`config.mk`:
```
export PLATFORM = sky130hd
export DESIGN_NAME = part_pwrup_seq
export DESIGN_NICKNAME = d
export VERILOG_FILES = /design/src/rtl/pwrup_pkg.sv /design/src/rtl/pwrup_us_tick.sv /design/src/rtl/pwrup_poll_ctr.sv /design/src/rtl/pwrup_clamp_map.sv /design/src/rtl/part_pwrup_seq.sv
export SDC_FILE = /design/constraint.sdc
export NUM_CORES = 1
export LEC_CHECK = 0
export CAP_MARGIN = 25
export CORE_ASPECT_RATIO = 2
export CORE_MARGIN = 2
export CORE_UTILIZATION = 37
export DETAILED_ROUTE_END_ITERATION = 10
export GPL_TIMING_DRIVEN = 0
export PLACE_DENSITY = 0.68
export SYNTH_ARGS = -nofsm -noshare
export SYNTH_HDL_FRONTEND = slang
export SYNTH_SLANG_ARGS = --single-unit
```
`constraint.sdc`:
```
create_clock -name clk_i -period 2.4 [get_ports clk_i]
set_input_delay 0.72 -clock clk_i [delete_from_list [all_inputs] [get_ports clk_i]]
set_output_delay 0.72 -clock clk_i [all_outputs]
set_load 0.01 [all_outputs]
```
`src/rtl/pwrup_pkg.sv`:
```
package pwrup_pkg;

   typedef enum logic [4:0] {
      S_IDLE,
      S_RST_ON,
      S_CLK_OFF,
      S_PWR_CHK,
      S_PWR_REQ,
      S_PWR_WAIT,
      S_CLK_ON,
      S_CLK_WAIT,
      S_SETTLE,
      S_CLAMP_REQ,
      S_CLAMP_WAIT,
      S_RST_OFF,
      S_RST_WAIT,
      S_DONE,
      S_UNW_CLK,
      S_UNW_RST,
      S_UNW_PWR,
      S_FAIL
   } seq_state_e;

   typedef enum logic [2:0] {
      ERR_NONE     = 3'd0,
      ERR_PWR_TO   = 3'd1,
      ERR_CLK_TO   = 3'd2,
      ERR_CLAMP_TO = 3'd3,
      ERR_CLAMPED  = 3'd4,
      ERR_RST_TO   = 3'd5
   } seq_err_e;

endpackage

```
`src/rtl/pwrup_us_tick.sv`:
```
module pwrup_us_tick #(
   parameter int CYC_PER_US = 100
) (
   input  logic clk_i,
   input  logic rst_ni,
   input  logic clr_i,
   output logic tick_o
);
   localparam int CW = (CYC_PER_US > 1) ? $clog2(CYC_PER_US) : 1;
   localparam logic [CW-1:0] LAST = CW'(CYC_PER_US - 1);

   logic [CW-1:0] cnt_q;

   always_ff @(posedge clk_i or negedge rst_ni) begin
      if (!rst_ni)              cnt_q <= '0;
      else if (clr_i)           cnt_q <= '0;
      else if (cnt_q == LAST)   cnt_q <= '0;
      else                      cnt_q <= cnt_q + 1'b1;
   end

   assign tick_o = (cnt_q == LAST);


   tick_range_chk: assert property (@(posedge clk_i) disable iff (!rst_ni)
      cnt_q <= LAST);
endmodule

```
`src/rtl/pwrup_poll_ctr.sv`:
```
module pwrup_poll_ctr #(
   parameter int POLL_LIMIT = 100,
   parameter int SETTLE_US  = 20
) (
   input  logic clk_i,
   input  logic rst_ni,
   input  logic clr_i,
   input  logic en_i,
   input  logic tick_i,
   output logic poll_last_o,
   output logic settle_last_o
);
   localparam int MAXV = (POLL_LIMIT > SETTLE_US) ? POLL_LIMIT : SETTLE_US;
   localparam int NW   = $clog2(MAXV + 1);

   logic [NW-1:0] n_q;

   always_ff @(posedge clk_i or negedge rst_ni) begin
      if (!rst_ni)               n_q <= '0;
      else if (clr_i)            n_q <= '0;
      else if (en_i && tick_i)   n_q <= n_q + 1'b1;
   end

   assign poll_last_o   = (n_q == NW'(POLL_LIMIT - 1));
   assign settle_last_o = (n_q == NW'(SETTLE_US - 1));


   poll_bound_chk: assert property (@(posedge clk_i) disable iff (!rst_ni)
      n_q < NW'(MAXV));
endmodule

```
`src/rtl/pwrup_clamp_map.sv`:
```
module pwrup_clamp_map #(
   parameter int N_PART = 8,
   parameter int PW     = 3,
   parameter int PAIR_A = 2,
   parameter int PAIR_B = 5,
   parameter int GFX_ID = 7
) (
   input  logic [PW-1:0]     part_i,
   output logic [N_PART-1:0] cmd_vec_o,
   output logic              gfx_o
);
   logic [PW-1:0] tgt;

   generate
      if (PAIR_A >= 0 && PAIR_B >= 0 && PAIR_A < N_PART && PAIR_B < N_PART) begin : g_swap
         always_comb begin
            if (part_i == PW'(PAIR_A))      tgt = PW'(PAIR_B);
            else if (part_i == PW'(PAIR_B)) tgt = PW'(PAIR_A);
            else                            tgt = part_i;
         end
      end else begin : g_noswap
         assign tgt = part_i;
      end

      if (GFX_ID >= 0 && GFX_ID < N_PART) begin : g_gfx
         assign gfx_o = (part_i == PW'(GFX_ID));
      end else begin : g_nogfx
         assign gfx_o = 1'b0;
      end

      for (genvar i = 0; i < N_PART; i++) begin : g_bit
         assign cmd_vec_o[i] = (tgt == PW'(i)) && !gfx_o;
      end
   endgenerate
endmodule

```
`src/rtl/part_pwrup_seq.sv`:
```
module part_pwrup_seq
   import pwrup_pkg::*;
#(
   parameter int N_PART     = 8,
   parameter int CYC_PER_US = 100,
   parameter int POLL_LIMIT = 100,
   parameter int SETTLE_US  = 20,
   parameter int PAIR_A     = 2,
   parameter int PAIR_B     = 5,
   parameter int GFX_ID     = 7,
   localparam int PW        = (N_PART > 1) ? $clog2(N_PART) : 1
) (
   input  logic              clk_i,
   input  logic              rst_ni,
   input  logic              start_i,
   input  logic [PW-1:0]     part_id_i,
   input  logic [N_PART-1:0] powered_i,
   input  logic [N_PART-1:0] clamped_i,
   input  logic              clamp_busy_i,
   input  logic              clk_ok_i,
   input  logic              part_rst_act_i,
   output logic [PW-1:0]     part_o,
   output logic              rst_req_o,
   output logic              clk_en_o,
   output logic              pwr_on_o,
   output logic              pwr_off_o,
   output logic [N_PART-1:0] clamp_cmd_o,
   output logic              gfx_clamp_wr_o,
   output logic              busy_o,
   output logic              done_o,
   output logic              err_o,
   output logic [2:0]        err_code_o
);
   generate
      if (CYC_PER_US < 1) begin : g_bad_cyc
         $error("CYC_PER_US must be at least 1");
      end
      if (POLL_LIMIT < 1 || SETTLE_US < 1) begin : g_bad_wait
         $error("POLL_LIMIT and SETTLE_US must be at least 1");
      end
      if (PAIR_A == PAIR_B && PAIR_A >= 0) begin : g_bad_pair
         $error("PAIR_A and PAIR_B must differ");
      end
   endgenerate

   seq_state_e state_q, state_d;
   seq_err_e   code_q, code_d;
   logic [PW-1:0] part_q;
   logic rst_q, clk_q;
   logic tick, poll_last, settle_last, cnt_en, chg;
   logic [N_PART-1:0] map_vec;
   logic is_gfx;

   assign chg    = (state_d != state_q);
   assign cnt_en = (state_q == S_PWR_WAIT) || (state_q == S_CLK_WAIT) ||
                   (state_q == S_SETTLE)   || (state_q == S_CLAMP_WAIT) ||
                   (state_q == S_RST_WAIT);

   pwrup_us_tick #(.CYC_PER_US(CYC_PER_US)) u_tick (
      .clk_i(clk_i), .rst_ni(rst_ni), .clr_i(chg), .tick_o(tick));

   pwrup_poll_ctr #(.POLL_LIMIT(POLL_LIMIT), .SETTLE_US(SETTLE_US)) u_poll (
      .clk_i(clk_i), .rst_ni(rst_ni), .clr_i(chg), .en_i(cnt_en),
      .tick_i(tick), .poll_last_o(poll_last), .settle_last_o(settle_last));

   pwrup_clamp_map #(.N_PART(N_PART), .PW(PW), .PAIR_A(PAIR_A),
                     .PAIR_B(PAIR_B), .GFX_ID(GFX_ID)) u_map (
      .part_i(part_q), .cmd_vec_o(map_vec), .gfx_o(is_gfx));

   always_comb begin
      state_d = state_q;
      code_d  = code_q;
      unique case (state_q)
         S_IDLE:      if (start_i) begin state_d = S_RST_ON; code_d = ERR_NONE; end
         S_RST_ON:    state_d = S_CLK_OFF;
         S_CLK_OFF:   state_d = S_PWR_CHK;
         S_PWR_CHK:   state_d = powered_i[part_q] ? S_CLK_ON : S_PWR_REQ;
         S_PWR_REQ:   state_d = S_PWR_WAIT;
         S_PWR_WAIT:  if (tick) begin
                         if (powered_i[part_q]) state_d = S_CLK_ON;
                         else if (poll_last) begin state_d = S_UNW_RST; code_d = ERR_PWR_TO; end
                      end
         S_CLK_ON:    state_d = S_CLK_WAIT;
         S_CLK_WAIT:  if (tick) begin
                         if (clk_ok_i) state_d = S_SETTLE;
                         else if (poll_last) begin state_d = S_UNW_RST; code_d = ERR_CLK_TO; end
                      end
         S_SETTLE:    if (tick && settle_last) state_d = S_CLAMP_REQ;
         S_CLAMP_REQ: state_d = is_gfx ? S_RST_OFF : S_CLAMP_WAIT;
         S_CLAMP_WAIT: if (tick) begin
                         if (!clamp_busy_i) begin
                            if (clamped_i[part_q]) begin state_d = S_UNW_CLK; code_d = ERR_CLAMPED; end
                            else state_d = S_RST_OFF;
                         end else if (poll_last) begin
                            state_d = S_UNW_CLK; code_d = ERR_CLAMP_TO;
                         end
                      end
         S_RST_OFF:   state_d = S_RST_WAIT;
         S_RST_WAIT:  if (tick) begin
                         if (!part_rst_act_i) state_d = S_DONE;
                         else if (poll_last) begin state_d = S_UNW_CLK; code_d = ERR_RST_TO; end
                      end
         S_DONE:      state_d = S_IDLE;
         S_UNW_CLK:   state_d = S_UNW_RST;
         S_UNW_RST:   state_d = S_UNW_PWR;
         S_UNW_PWR:   state_d = S_FAIL;
         S_FAIL:      state_d = S_IDLE;
         default:     state_d = S_IDLE;
      endcase
   end

   always_ff @(posedge clk_i or negedge rst_ni) begin
      if (!rst_ni) begin
         state_q <= S_IDLE;
         code_q  <= ERR_NONE;
         part_q  <= '0;
         rst_q   <= 1'b1;
         clk_q   <= 1'b0;
      end else begin
         state_q <= state_d;
         code_q  <= code_d;
         if (state_q == S_IDLE && start_i) part_q <= part_id_i;
         if (state_q == S_RST_ON || state_q == S_UNW_RST) rst_q <= 1'b1;
         else if (state_q == S_RST_OFF)                   rst_q <= 1'b0;
         if (state_q == S_CLK_OFF || state_q == S_UNW_CLK) clk_q <= 1'b0;
         else if (state_q == S_CLK_ON)                     clk_q <= 1'b1;
      end
   end

   assign part_o         = part_q;
   assign rst_req_o      = rst_q;
   assign clk_en_o       = clk_q;
   assign pwr_on_o       = (state_q == S_PWR_REQ);
   assign pwr_off_o      = (state_q == S_UNW_PWR);
   assign clamp_cmd_o    = (state_q == S_CLAMP_REQ) ? map_vec : '0;
   assign gfx_clamp_wr_o = (state_q == S_CLAMP_REQ) && is_gfx;
   assign busy_o         = (state_q != S_IDLE);
   assign done_o         = (state_q == S_DONE);
   assign err_o          = (state_q == S_FAIL);
   assign err_code_o     = code_q;


   pwr_req_safe_chk: assert property (@(posedge clk_i) disable iff (!rst_ni)
      pwr_on_o |-> (rst_req_o && !clk_en_o));

   clk_rise_under_rst_chk: assert property (@(posedge clk_i) disable iff (!rst_ni)
      $rose(clk_en_o) |-> rst_req_o);

   rst_release_last_chk: assert property (@(posedge clk_i) disable iff (!rst_ni)
      $fell(rst_req_o) |-> clk_en_o);

   clamp_window_chk: assert property (@(posedge clk_i) disable iff (!rst_ni)
      (clamp_cmd_o != '0 || gfx_clamp_wr_o) |-> (clk_en_o && rst_req_o));

   clamp_onehot_chk: assert property (@(posedge clk_i) disable iff (!rst_ni)
      $onehot0(clamp_cmd_o) && !(gfx_clamp_wr_o && clamp_cmd_o != '0));

   done_state_chk: assert property (@(posedge clk_i) disable iff (!rst_ni)
      done_o |-> (!rst_req_o && clk_en_o && err_code_o == 3'd0));

   unwind_rst_chk: assert property (@(posedge clk_i) disable iff (!rst_ni)
      pwr_off_o |-> rst_req_o);

   err_code_valid_chk: assert property (@(posedge clk_i) disable iff (!rst_ni)
      err_o |-> (err_code_o != 3'd0 && err_code_o <= 3'd5));

   start_ignored_chk: assert property (@(posedge clk_i) disable iff (!rst_ni)
      (busy_o && start_i) |=> $stable(part_o));
endmodule

```
==> impl_results.md, run 1 <==
* Hold Path End: clk_en_o$_DFFE_PN0P_
* # IOs at 47
* Startpoint types: input port
* Total number of vias at roughly 2400
* Drt first pass iters at 4
* Final core utilization at a little over three fifths
* Initial Utilization at a little under two fifths
* Area leader, netlist: dfrtp_1
* Critical path type: input port to flop
* Max-Cap Viols at 0
* Share of synthesized registers carrying an async set or reset at between 90% and 100%
* WL final at ~8100 um
* Worst-skew pair later-pin latency at between 0.2 and 0.3 ns
* Crit path max-delay family: compound AO/OA/AOI/OAI gates
* TritonCTS clock tree: yes
* Crit. End Element: flop
* Pwr dens at ~250 nW/um^2
* Syn Nets at ~280
* Fraction of final layout cells sized beyond drive strength 1 at 45.5%
* R2r startpoint: part_o[0]$_DFFE_PN0P_
* Failing checks: setup timing
* H-tree levels at 1
* Placed insts at 361
* Cell Chain, Critical Path: dlygate4sd2_1, mux2i_4, o2bb2ai_4, o31a_1, or4_1, a21oi_2, o211ai_1, mux2_2
* Gpl congestion at slightly below 0.9
* Yosys top cell area share at 28.8%
* Reg2Reg Setup Slack at -0.09 ns
* CP max-delay cell: or4_1
* Most common cell after layout, fill and taps aside: buf_4
* Fin crit period at around 2.5 ns
* Final Max Tran Viols at 0
* Initial drt markers at between 100 and 150
* Setup WS post-layout at -0.107 ns
* Worst Reg-to-Reg Cells at 8
* GRT Util Overall at 23.7%
* Root Driver: clkbuf_16
* Number of cell rows at 40
* Final net count at about 380
* Crit-path max FO at 3
* Grt total ovfl at 0
* Synth unique cells at 62
* HP Start: clk_en_o$_DFFE_PN0P_
* CP Buf/Inv Count at 1
* Wirelength per Cell at slightly below 20 um
* Post-synth EDFFs at 0
* Core ar. at 5960 um^2
* CP arrival at between 2 and 3 ns
* IO buf count at 45
* Fillers at 469
* Final Hold Vio Count at 0
* Die width at between 50 and 60 um
* Max IR drop VDD at around 0.27 mV
* Fmax at 399 MHz
* Die height at approximately 110 um
* CP required at about 2.6 ns
* Leakage at about 1.6 nW
* Vias in the first global route at between 2000 and 3000
* Seq cells post-synth at 27
* Setup WS pre-CTS at -0.817 ns
* Post-route clock period utilization at 104%
* # diodes at 0
* DRC at 0
* Largest net degree at the start of global routing at 21
* R2r endpoint: err_code_o[1]$_DFFE_PN0P_
* Syn-to-layout area delta at 64.5%
* # setup viols final at 9
* Deepest clock path buffer count at 2
* Gate Count Post-Synth at 252
* Area contributors post-synth: dfrtp_1, nand2_1, mux2_2
* Min-Delay Path Depth at 2
* Cell Area, Synth at about 2300 um^2
* RSZ-0062 raised after global routing: yes
* Worst path max stage delay at around 0.49 ns
* Yosys Warn Count at 0
* Die ar. at approximately 6800 um^2
* First-pass GRT wire length at 12100 um
* Seq/Total Area, Yosys at between 20% and 30%
* Outcome: finished, violations left
* Top_reg_cell synth: dfrtp_1
* Post-Layout Cell Count at 410
* Clock Sinks at 27
* Worst Skew at ~0.0029 ns
* Initial antenna violation count at 0
* Worst hold-check path type: flop to flop
* DP HPWL at ~5400 um
* CTS clock-pin slew for the worst setup and hold paths at approximately 0.070 ns
* Most frequent cells in the layout: buf_4, nand2_1, dfrtp_1
* Mean post-synth cell area at approximately 9.0 um^2
* CTS Buf Count at 3
* Vias per Instance at ~6
* Number of routed nets with antenna violations at 0
metal layers:
metal	vias to the layer above	track usage (%)	share of wire [%]
met2	123	45.9	58
met5	-	0	0
met4	0	17.9	5.9
met3	40	3.05	5.2
met1	1160	20.0	31
li1	1106	-	-
how the worst max path moves through the flow:
stage               depth (start not counted)                        end  slack (ns)                 startpoint
floorplan                                   7  err_code_o[0]$_DFFE_PN0P_        0.01               clamped_i[5]
global placement                            9  u_tick.cnt_q[6]$_DFF_PN0_       -0.81               clamped_i[0]
detailed placement                          9  u_tick.cnt_q[0]$_DFF_PN0_       -0.82               clamped_i[0]
CTS                                         9  err_code_o[1]$_DFFE_PN0P_       -0.11      part_o[0]$_DFFE_PN0P_
global route                                8  err_code_o[0]$_DFFE_PN0P_       -0.16  u_poll.n_q[0]$_DFFE_PN0P_
finish                                      8  err_code_o[1]$_DFFE_PN0P_       -0.11               clamped_i[3]
layout make-up:
type / instances / area (um^2) / area share [%]
inverter: 7 / 26.3 / 0.706
timing repair buffer: 94 / 828 / 22.3
tap: 63 / 78.8 / 2.12
sequential: 27 / 684 / 18.4
buffer: 15 / 209 / 5.62
clock buffer: 3 / 75.1 / 2.02
multi-input combinational: 200 / 1810 / 48.7
clock inverter: 1 / 5.00 / 0.135
state kept, by name, indices dropped and copies added, names as in the netlist:
signal / cells
clk_en_o: 1
err_code_o: 3
part_o: 3
rst_req_o: 1
state_q: 5
u_poll.n_q: 7
u_tick.cnt_q: 7
what timing repair did:
item / in CTS / in global routing
buffers inserted: 25 / 21
resized for setup: 127 / 42
gates cloned: 2 / 0
endpoints found under the setup margin: 31 / 27
pin swaps: 26 / 16
hold buffers: 0 / 0
cells in the mapped netlist, types with 3 or more instances:
cell type / count
xnor2_1: 5
clkbuf_1: 4
a31oi_1: 4
mux2i_1: 5
and2_1: 3
xor2_1: 7
and3_1: 4
nand3_1: 9
o21ai_0: 15
nand2_1: 26
nor2b_1: 5
or2b_2: 3
a21oi_1: 5
mux2_2: 8
nor4_2: 6
nor3_1: 11
nor4_1: 8
clkbuf_8: 5
or3_1: 3
o22ai_1: 3
nand4_1: 4
buf_6: 5
buf_4: 3
nand2b_1: 6
dfrtp_1: 26
nor2_1: 19
inv_1: 7
cells by family after synthesis:
kind of cell | Yosys count | share of synthesized area (%)
and+or+nand+nor | 124 | 33.6
AOI/OAI and AO/OA | 46 | 14.4
DFF | 27 | 29.9
buffers and inverters | 25 | 8.58
muxes | 14 | 6.86
xor gates and xnor gates | 13 | 5.37
adders and majority gates | 2 | 1.11
other | 1 | 0.166
report_power, final:
part	total (W)	switching [W]	internal [W]
Combinational	0.0000700	0.0000309	0.0000392
Sequential	0.000455	0	0.000455
Clock	0.000397	0.000171	0.000226
per-stage QoR:
step                      power (W)  TNS (ns)  hold WS, ns  cell area, um^2
after floorplan            0.000476         0        0.424             2260
after global placement     0.000528    -17.48        0.481             2790
after detailed placement   0.000532    -17.91        0.492             2810
after CTS                  0.000923     -1.29        0.497             3430
after global routing       0.000949     -2.01        0.539             3720
final                      0.000921    -0.578        0.507             3720
worst register-to-register path, stage by stage (launching register included):
cell and delay, ns:
dfrtp_2 0.45, buf_12 0.15, mux2i_4 0.18, o2bb2ai_4 0.13
o31a_1 0.33, or4_1 0.49, a21oi_2 0.12, o211ai_1 0.20
mux2_2 0.33
No activity file was read; power rests on OpenSTA's default activity.
==> run 2, diff against run 1 <==
--- a/config.mk
+++ b/config.mk
@@ -6,12 +6,15 @@
 export NUM_CORES = 1
 export LEC_CHECK = 0
 export CAP_MARGIN = 25
+export CELL_PAD_IN_SITES_DETAIL_PLACEMENT = 1
+export CELL_PAD_IN_SITES_GLOBAL_PLACEMENT = 1
 export CORE_ASPECT_RATIO = 2
 export CORE_MARGIN = 2
 export CORE_UTILIZATION = 37
 export DETAILED_ROUTE_END_ITERATION = 10
+export DONT_BUFFER_PORTS = 1
 export GPL_TIMING_DRIVEN = 0
-export PLACE_DENSITY = 0.68
+export PLACE_DENSITY = 0.72
 export SYNTH_ARGS = -nofsm -noshare
 export SYNTH_HDL_FRONTEND = slang
 export SYNTH_SLANG_ARGS = --single-unit
==> run 2 against run 1 <==
  * The flow still finishes with violations (setup timing)
  * Global-route usage shrank 1.1 points
  * Setup slack got worse by 0.17 ns
  * Combinational power shrank 76%
  * Sequential share of layout area rose by 5.8 points
  * Sequential power about the same
  * Total power fell by 4.4%
  * Worst hold slack worse by 0.37 ns
  * Flip-flop and latch count did not move
  * Via count shrank 13%
  * Final cell count is 17% lower
  * Critical path depth up 2
  * Critical path type is now flop to flop
  * Largest cell class unchanged
==> impl_results.md, run 2 (synthesis results as in run 1) <==
* Fin crit period at 2.67 ns (+0.165 ns)
* Critical path type: flop to flop
* RSZ-0062 raised after global routing: yes
* Most frequent cells in the layout: nand2_1, buf_4, dfrtp_1
* Final Max Tran Viols at 0 (unchanged)
* Worst-margin pin slew at about 0.57 ns
* Crit. End Element: flop
* Setup WS pre-CTS at -0.516 ns (+0.301 ns)
* Fraction of final layout cells sized beyond drive strength 1 at 39.1% (-6.5 points)
* TritonCTS clock tree: yes
* Drt first pass iters at 4 (unchanged)
* Grt total ovfl at 0 (unchanged)
* Die height at 115 um (unchanged)
* Crit-path max FO at 6 (+3)
* Number of routed nets with antenna violations at 0 (unchanged)
* Final net count at 307 (-18%)
* Top flop regs: u_poll.n_q x7, u_tick.cnt_q x7, state_q x5
* CP required at 2.58 ns (+0.02 ns)
* Outcome: finished, violations left
* Reg2Reg Setup Slack at -0.27 ns (-0.18 ns)
* Leakage at 1.13 nW (-27%)
* Pwr dens at 313 nW/um^2 (+26%)
* Final Hold Vio Count at 0 (unchanged)
* Vias per Instance at 6.19 (+4.5%)
* Vias in the first global route at 2267 (-10%)
* R2r endpoint: u_poll.n_q[0]$_DFFE_PN0P_
* Total number of vias at 2117 (-13%)
* Die width at 59.3 um (unchanged)
* Core ar. at 5960 um^2 (unchanged)
* # IOs at 47 (unchanged)
* H-tree levels at 1 (unchanged)
* Number of cell rows at 40 (unchanged)
* Post-route clock period utilization at 111% (+6.9 points)
* GRT Util Overall at 22.6% (-1.1 points)
* Cell area after layout at 2810 um^2 (-24%)
* DP HPWL at 5430 um (+1.3%)
* Die ar. at 6790 um^2 (unchanged)
* Max IR drop VDD at 0.244 mV (-11%)
* WL final at 7390 um (-8.7%)
* First-pass GRT wire length at 11400 um (-5.3%)
* Fmax at 374 MHz (-6.2%)
* # diodes at 0 (unchanged)
* Initial antenna violation count at 0 (unchanged)
* Wirelength per Cell at 21.6 um (+9.5%)
* CP arrival at 2.85 ns (+0.18 ns)
* IO buf count at 0 (-100%)
* # setup viols final at 17 (+8)
* R2r startpoint: part_o[0]$_DFFE_PN0P_
* DP Area at 2340 um^2 (-17%)
* Post-CTS Hold Buffers at 0 (unchanged)
* Setup WS post-layout at -0.272 ns (-0.165 ns)
* Rel. slew slack at about 62%
* Startpoint types: flop
* Syn-to-layout area delta at 24.4%
* Clock Sinks at 27 (unchanged)
* Initial Utilization at 38.0% (unchanged)
* Setup TNS at -3.59 ns (-3.01 ns)
* Final Hold Slack at 0.134 ns (-0.373 ns)
* Initial drt markers at 62 (-51%)
* DRC at 0 (unchanged)
* Worst Skew at 0.00316 ns (+0.000299 ns)
* Failing checks: setup timing
* Max-Cap Viols at 0 (unchanged)
* Root Driver: clkbuf_16
* CTS Buf Count at 3 (unchanged)
* Worst-skew pair later-pin latency at 0.27 ns (about the same)
* Deepest clock path buffer count at 2 (unchanged)
* Worst Reg-to-Reg Cells at 10 (+2)
* Gpl congestion at 0.850 (-3.9%)
* Largest net degree at the start of global routing at 28 (+33%)
* CTS clock-pin slew for the worst setup and hold paths at 0.07 ns (about the same)
* Worst hold-check path type: input port to asynchronous set/reset pin
## run 2: power by group
group | internal, W | switching, W
Sequential | 0.000455 | 0
Clock | 0.000226 | 0.000183
Combinational | 0.00000864 | 0.00000818
Total | 0.000690 | 0.000191
## run 2: area by class of cell
cell class / count / area [um^2]
plain buffers: 17 / 206
clock buffers: 3 / 75.1
clock inverters: 1 / 5.00
fillers: 690 / 3140
inverters: 7 / 26.3
multi-input cells: 200 / 1560
flip-flops and latches: 27 / 679
well taps: 63 / 78.8
repair buffers: 24 / 180
## run 2: what timing repair did
| item | CTS | global route |
|---|---|---|
| setup endpoints to repair | 31 | 27 |
| hold endpoints to repair | 0 | 0 |
| setup buffers | 15 | 9 |
| gates resized for setup | 32 | 24 |
| pin swaps | 10 | 7 |
## run 2: metrics by stage
stage	std cells	utilization, %	total power (W)
CTS	333	44.7	0.000883
floorplan	252	-	0.000476
global placement	315	39.3	0.000478
finish	342	47.2	0.000880
detailed placement	315	39.3	0.000479
global route	342	47.2	0.000901
## run 2: how the worst max path moves through the flow
| stage | cells past startpoint | slack [ns] | to | start |
|---|---|---|---|---|
| floorplan | 7 | 0.01 | err_code_o[0]$_DFFE_PN0P_ | clamped_i[5] |
| global placement | 9 | -0.51 | u_tick.cnt_q[0]$_DFF_PN0_ | state_q[0]$_DFF_PN0_ |
| detailed placement | 9 | -0.52 | u_tick.cnt_q[0]$_DFF_PN0_ | state_q[0]$_DFF_PN0_ |
| CTS | 9 | -0.14 | err_code_o[0]$_DFFE_PN0P_ | part_o[0]$_DFFE_PN0P_ |
| global route | 10 | -0.32 | u_poll.n_q[6]$_DFFE_PN0P_ | part_o[0]$_DFFE_PN0P_ |
| finish | 10 | -0.27 | u_poll.n_q[0]$_DFFE_PN0P_ | part_o[0]$_DFFE_PN0P_ |
## run 2: layer usage
layer  track usage [%]  up-vias  routed length (um)  share of wire, %
met4              16.7        0                 378               5.1
li1                  -      972                   -                 -
met5                 0        -                   0                 0
met3              3.39       28                 324               4.4
met2              41.3       86                4240                57
met1              21.2     1031                2450                33
## run 2: critical path: stages (launching register included)
cell and delay (ns):
dfrtp_1 0.43, buf_6 0.15, buf_8 0.12, mux2i_1 0.11
o2bb2ai_1 0.15, o31a_1 0.34, o21ai_0 0.29, nand4_1 0.30
xor2_2 0.27, buf_4 0.17, nor4_1 0.25
==> run 3, diff against run 2 <==
==> constraint.sdc (replaced) <==
create_clock -name clk_i -period 2.4 [get_ports clk_i]
set_input_delay 0.48 -clock clk_i [delete_from_list [all_inputs] [get_ports clk_i]]
set_output_delay 0.48 -clock clk_i [all_outputs]
set_load 0.01 [all_outputs]
==> run 3 against run 2 <==
  * The flow still finishes with violations (setup timing)
  * Final area shrank 4.1%
  * Count of clock-buffer cells in the layout unchanged
  * Setup slack gained 0.14 ns
  * Non-clock buffer count decreased by 5
  * Clock skew fell by 0.0014 ns
  * Sequential power about the same
  * Highest routed layer unchanged
==> impl_results.md, run 3 (synthesis results as in run 1) <==
* Outcome: finished, violations left
* Failing checks: setup timing
* Worst hold-check path type: input port to asynchronous set/reset pin
* Fin crit period at 2.53 ns (-0.141 ns)
* Drt first pass iters at 4 (unchanged)
* Worst Skew at 0.00179 ns (-0.00138 ns)
* Syn-to-layout area delta at 19.3%
* Max IR drop VDD at 0.245 mV (+0.31%)
* Fraction of final layout cells sized beyond drive strength 1 at 32.8% (-6.2 points)
* Critical path type: flop to flop
* DRC at 0 (unchanged)
* Fmax at 395 MHz (+5.6%)
* TritonCTS clock tree: yes
* CP max-delay cell: or4_1
* Die width at 59.3 um (unchanged)
* Vias in the first global route at 2187 (-3.5%)
* Top flop regs: u_poll.n_q x7, u_tick.cnt_q x7, state_q x5
* Worst-skew pair later-pin latency at 0.27 ns (about the same)
* R2r startpoint: part_o[0]$_DFFE_PN0P_
* Crit. End Element: flop
* CP required at 2.56 ns (-0.02 ns)
* Reg2Reg Setup Slack at -0.13 ns (+0.14 ns)
* Worst path max stage delay at 0.49 ns (+0.06 ns)
* H-tree levels at 1 (unchanged)
* Setup WS pre-CTS at -0.516 ns (unchanged)
* Worst Reg-to-Reg Cells at 9 (-1)
* Vias per Instance at 6.23 (+0.67%)
* Most frequent cells in the layout: nand2_1, dfrtp_1, buf_4
* CTS Buf Count at 3 (unchanged)
* Gpl congestion at 0.850 (unchanged)
* Largest net degree at the start of global routing at 27 (-3.6%)
* DP HPWL at 5430 um (unchanged)
* Cell Chain, Critical Path: buf_6, buf_8, mux2i_1, o2bb2ai_1, o31a_1, or4_1, a21oi_2, o211ai_1, mux2_2
* Clock Sinks at 27 (unchanged)
* Wirelength per Cell at 21.1 um (-2.4%)
* Crit-path max FO at 6 (unchanged)
* Setup WS post-layout at -0.131 ns (+0.141 ns)
* Post-route clock period utilization at 105% (-5.9 points)
* Initial antenna violation count at 0 (unchanged)
* Placed insts at 315 (unchanged)
* Number of routed nets with antenna violations at 0 (unchanged)
* R2r endpoint: err_code_o[0]$_DFFE_PN0P_
* Leakage at 1.10 nW (-3.1%)
* GRT Util Overall at 22.0% (-0.62 points)
* # setup viols final at 15 (-2)
* WL final at 7100 um (-3.8%)
* Max-Cap Viols at 0 (unchanged)
* Worst-margin pin slew at 0.593 ns (+0.0272 ns)
* Initial drt markers at 80 (+29%)
* Number of cell rows at 40 (unchanged)
* CP arrival at 2.69 ns (-0.16 ns)
* Initial Utilization at 38.0% (unchanged)
* Grt total ovfl at 0 (unchanged)
* Post-Layout Cell Count at 337 (-1.5%)
* Final Hold Vio Count at 0 (unchanged)
* First-pass GRT wire length at 11100 um (-3.1%)
* Final Max Tran Viols at 0 (unchanged)
* Core ar. at 5960 um^2 (unchanged)
* Pwr dens at 330 nW/um^2 (+5.4%)
* Deepest clock path buffer count at 2 (unchanged)
* Startpoint types: flop
* # IOs at 47 (unchanged)
* Root Driver: clkbuf_16
* RSZ-0062 raised after global routing: yes
* CTS clock-pin slew for the worst setup and hold paths at 0.07 ns (about the same)
* # diodes at 0 (unchanged)
* IO buf count at 0 (unchanged)
* Rel. slew slack at 60.4% (-1.8 points)
* Total number of vias at 2100 (-0.80%)
* Die height at 115 um (unchanged)
* Die ar. at 6790 um^2 (unchanged)
* Final net count at 302 (-1.6%)
* Most common cell after layout, fill and taps aside: nand2_1
run 3: stage by stage:
stage                     TNS, ns  total power (W)  hold WS [ns]  util [%]  instance area, um^2
final                       -1.66         0.000890       0.00954      45.3                 2700
after global routing        -3.09         0.000915        0.0216      45.3                 2700
after floorplan                 0         0.000476         0.184         -                 2260
after global placement      -7.38         0.000478         0.185      39.3                 2340
after detailed placement    -7.74         0.000479         0.185      39.3                 2340
after CTS                   -1.46         0.000898        0.0210      43.5                 2590
run 3: power by group:
part	internal (W)	leakage [nW]	switching (W)
clock network	0.000226	0.0409	0.000178
logic	0.0000137	0.706	0.0000171
registers	0.000455	0.352	0
run 3: repair_timing:
action / 4_1_cts / 5_1_grt
gates resized for setup: 17 / 17
hold buffers: 1 / 0
pin swaps: 8 / 4
cloned: 0 / 0
hold endpoints to repair: 26 / 0
endpoints found under the setup margin: 23 / 22
buffers inserted: 11 / 7
run 3: worst max-delay path by stage:
stage / slack [ns] / from / depth (start not counted) / endpoint
CTS: -0.14 / part_o[0]$_DFFE_PN0P_ / 9 / err_code_o[0]$_DFFE_PN0P_
floorplan: 0.08 / part_o[0]$_DFFE_PN0P_ / 9 / err_code_o[0]$_DFFE_PN0P_
global placement: -0.51 / state_q[0]$_DFF_PN0_ / 9 / u_tick.cnt_q[0]$_DFF_PN0_
detailed placement: -0.52 / state_q[0]$_DFF_PN0_ / 9 / u_tick.cnt_q[0]$_DFF_PN0_
global route: -0.24 / part_o[0]$_DFFE_PN0P_ / 9 / err_code_o[1]$_DFFE_PN0P_
finish: -0.13 / part_o[0]$_DFFE_PN0P_ / 9 / err_code_o[0]$_DFFE_PN0P_
run 3: worst max-delay path, delay by kind of cell, from the launching register on:
kind                   cells  cell delay [ns]
AOI/OAI and AO/OA          4             0.80
and+or+nand+nor            1             0.49
muxes                      2             0.43
DFF                        1             0.42
buffers and inverters      2             0.27
run 3: metal layers:
metal  GRT usage (%)  vias up  wire length [um]
li1                -      954                 -
met5               0        -                 0
met2            40.7       84              4030
met4            14.1        0               349
met1            20.9     1038              2380
met3            3.50       24               335
run 3: area by class of cell:
class                   count  area, um^2
clock buffers               3        75.1
fillers                   708        3260
well taps                  63        78.8
clock inverters             1        5.00
inverters                   7        26.3
multi-input cells         200        1500
repair buffers             19         155
flip-flops and latches     27         678
plain buffers              17         178
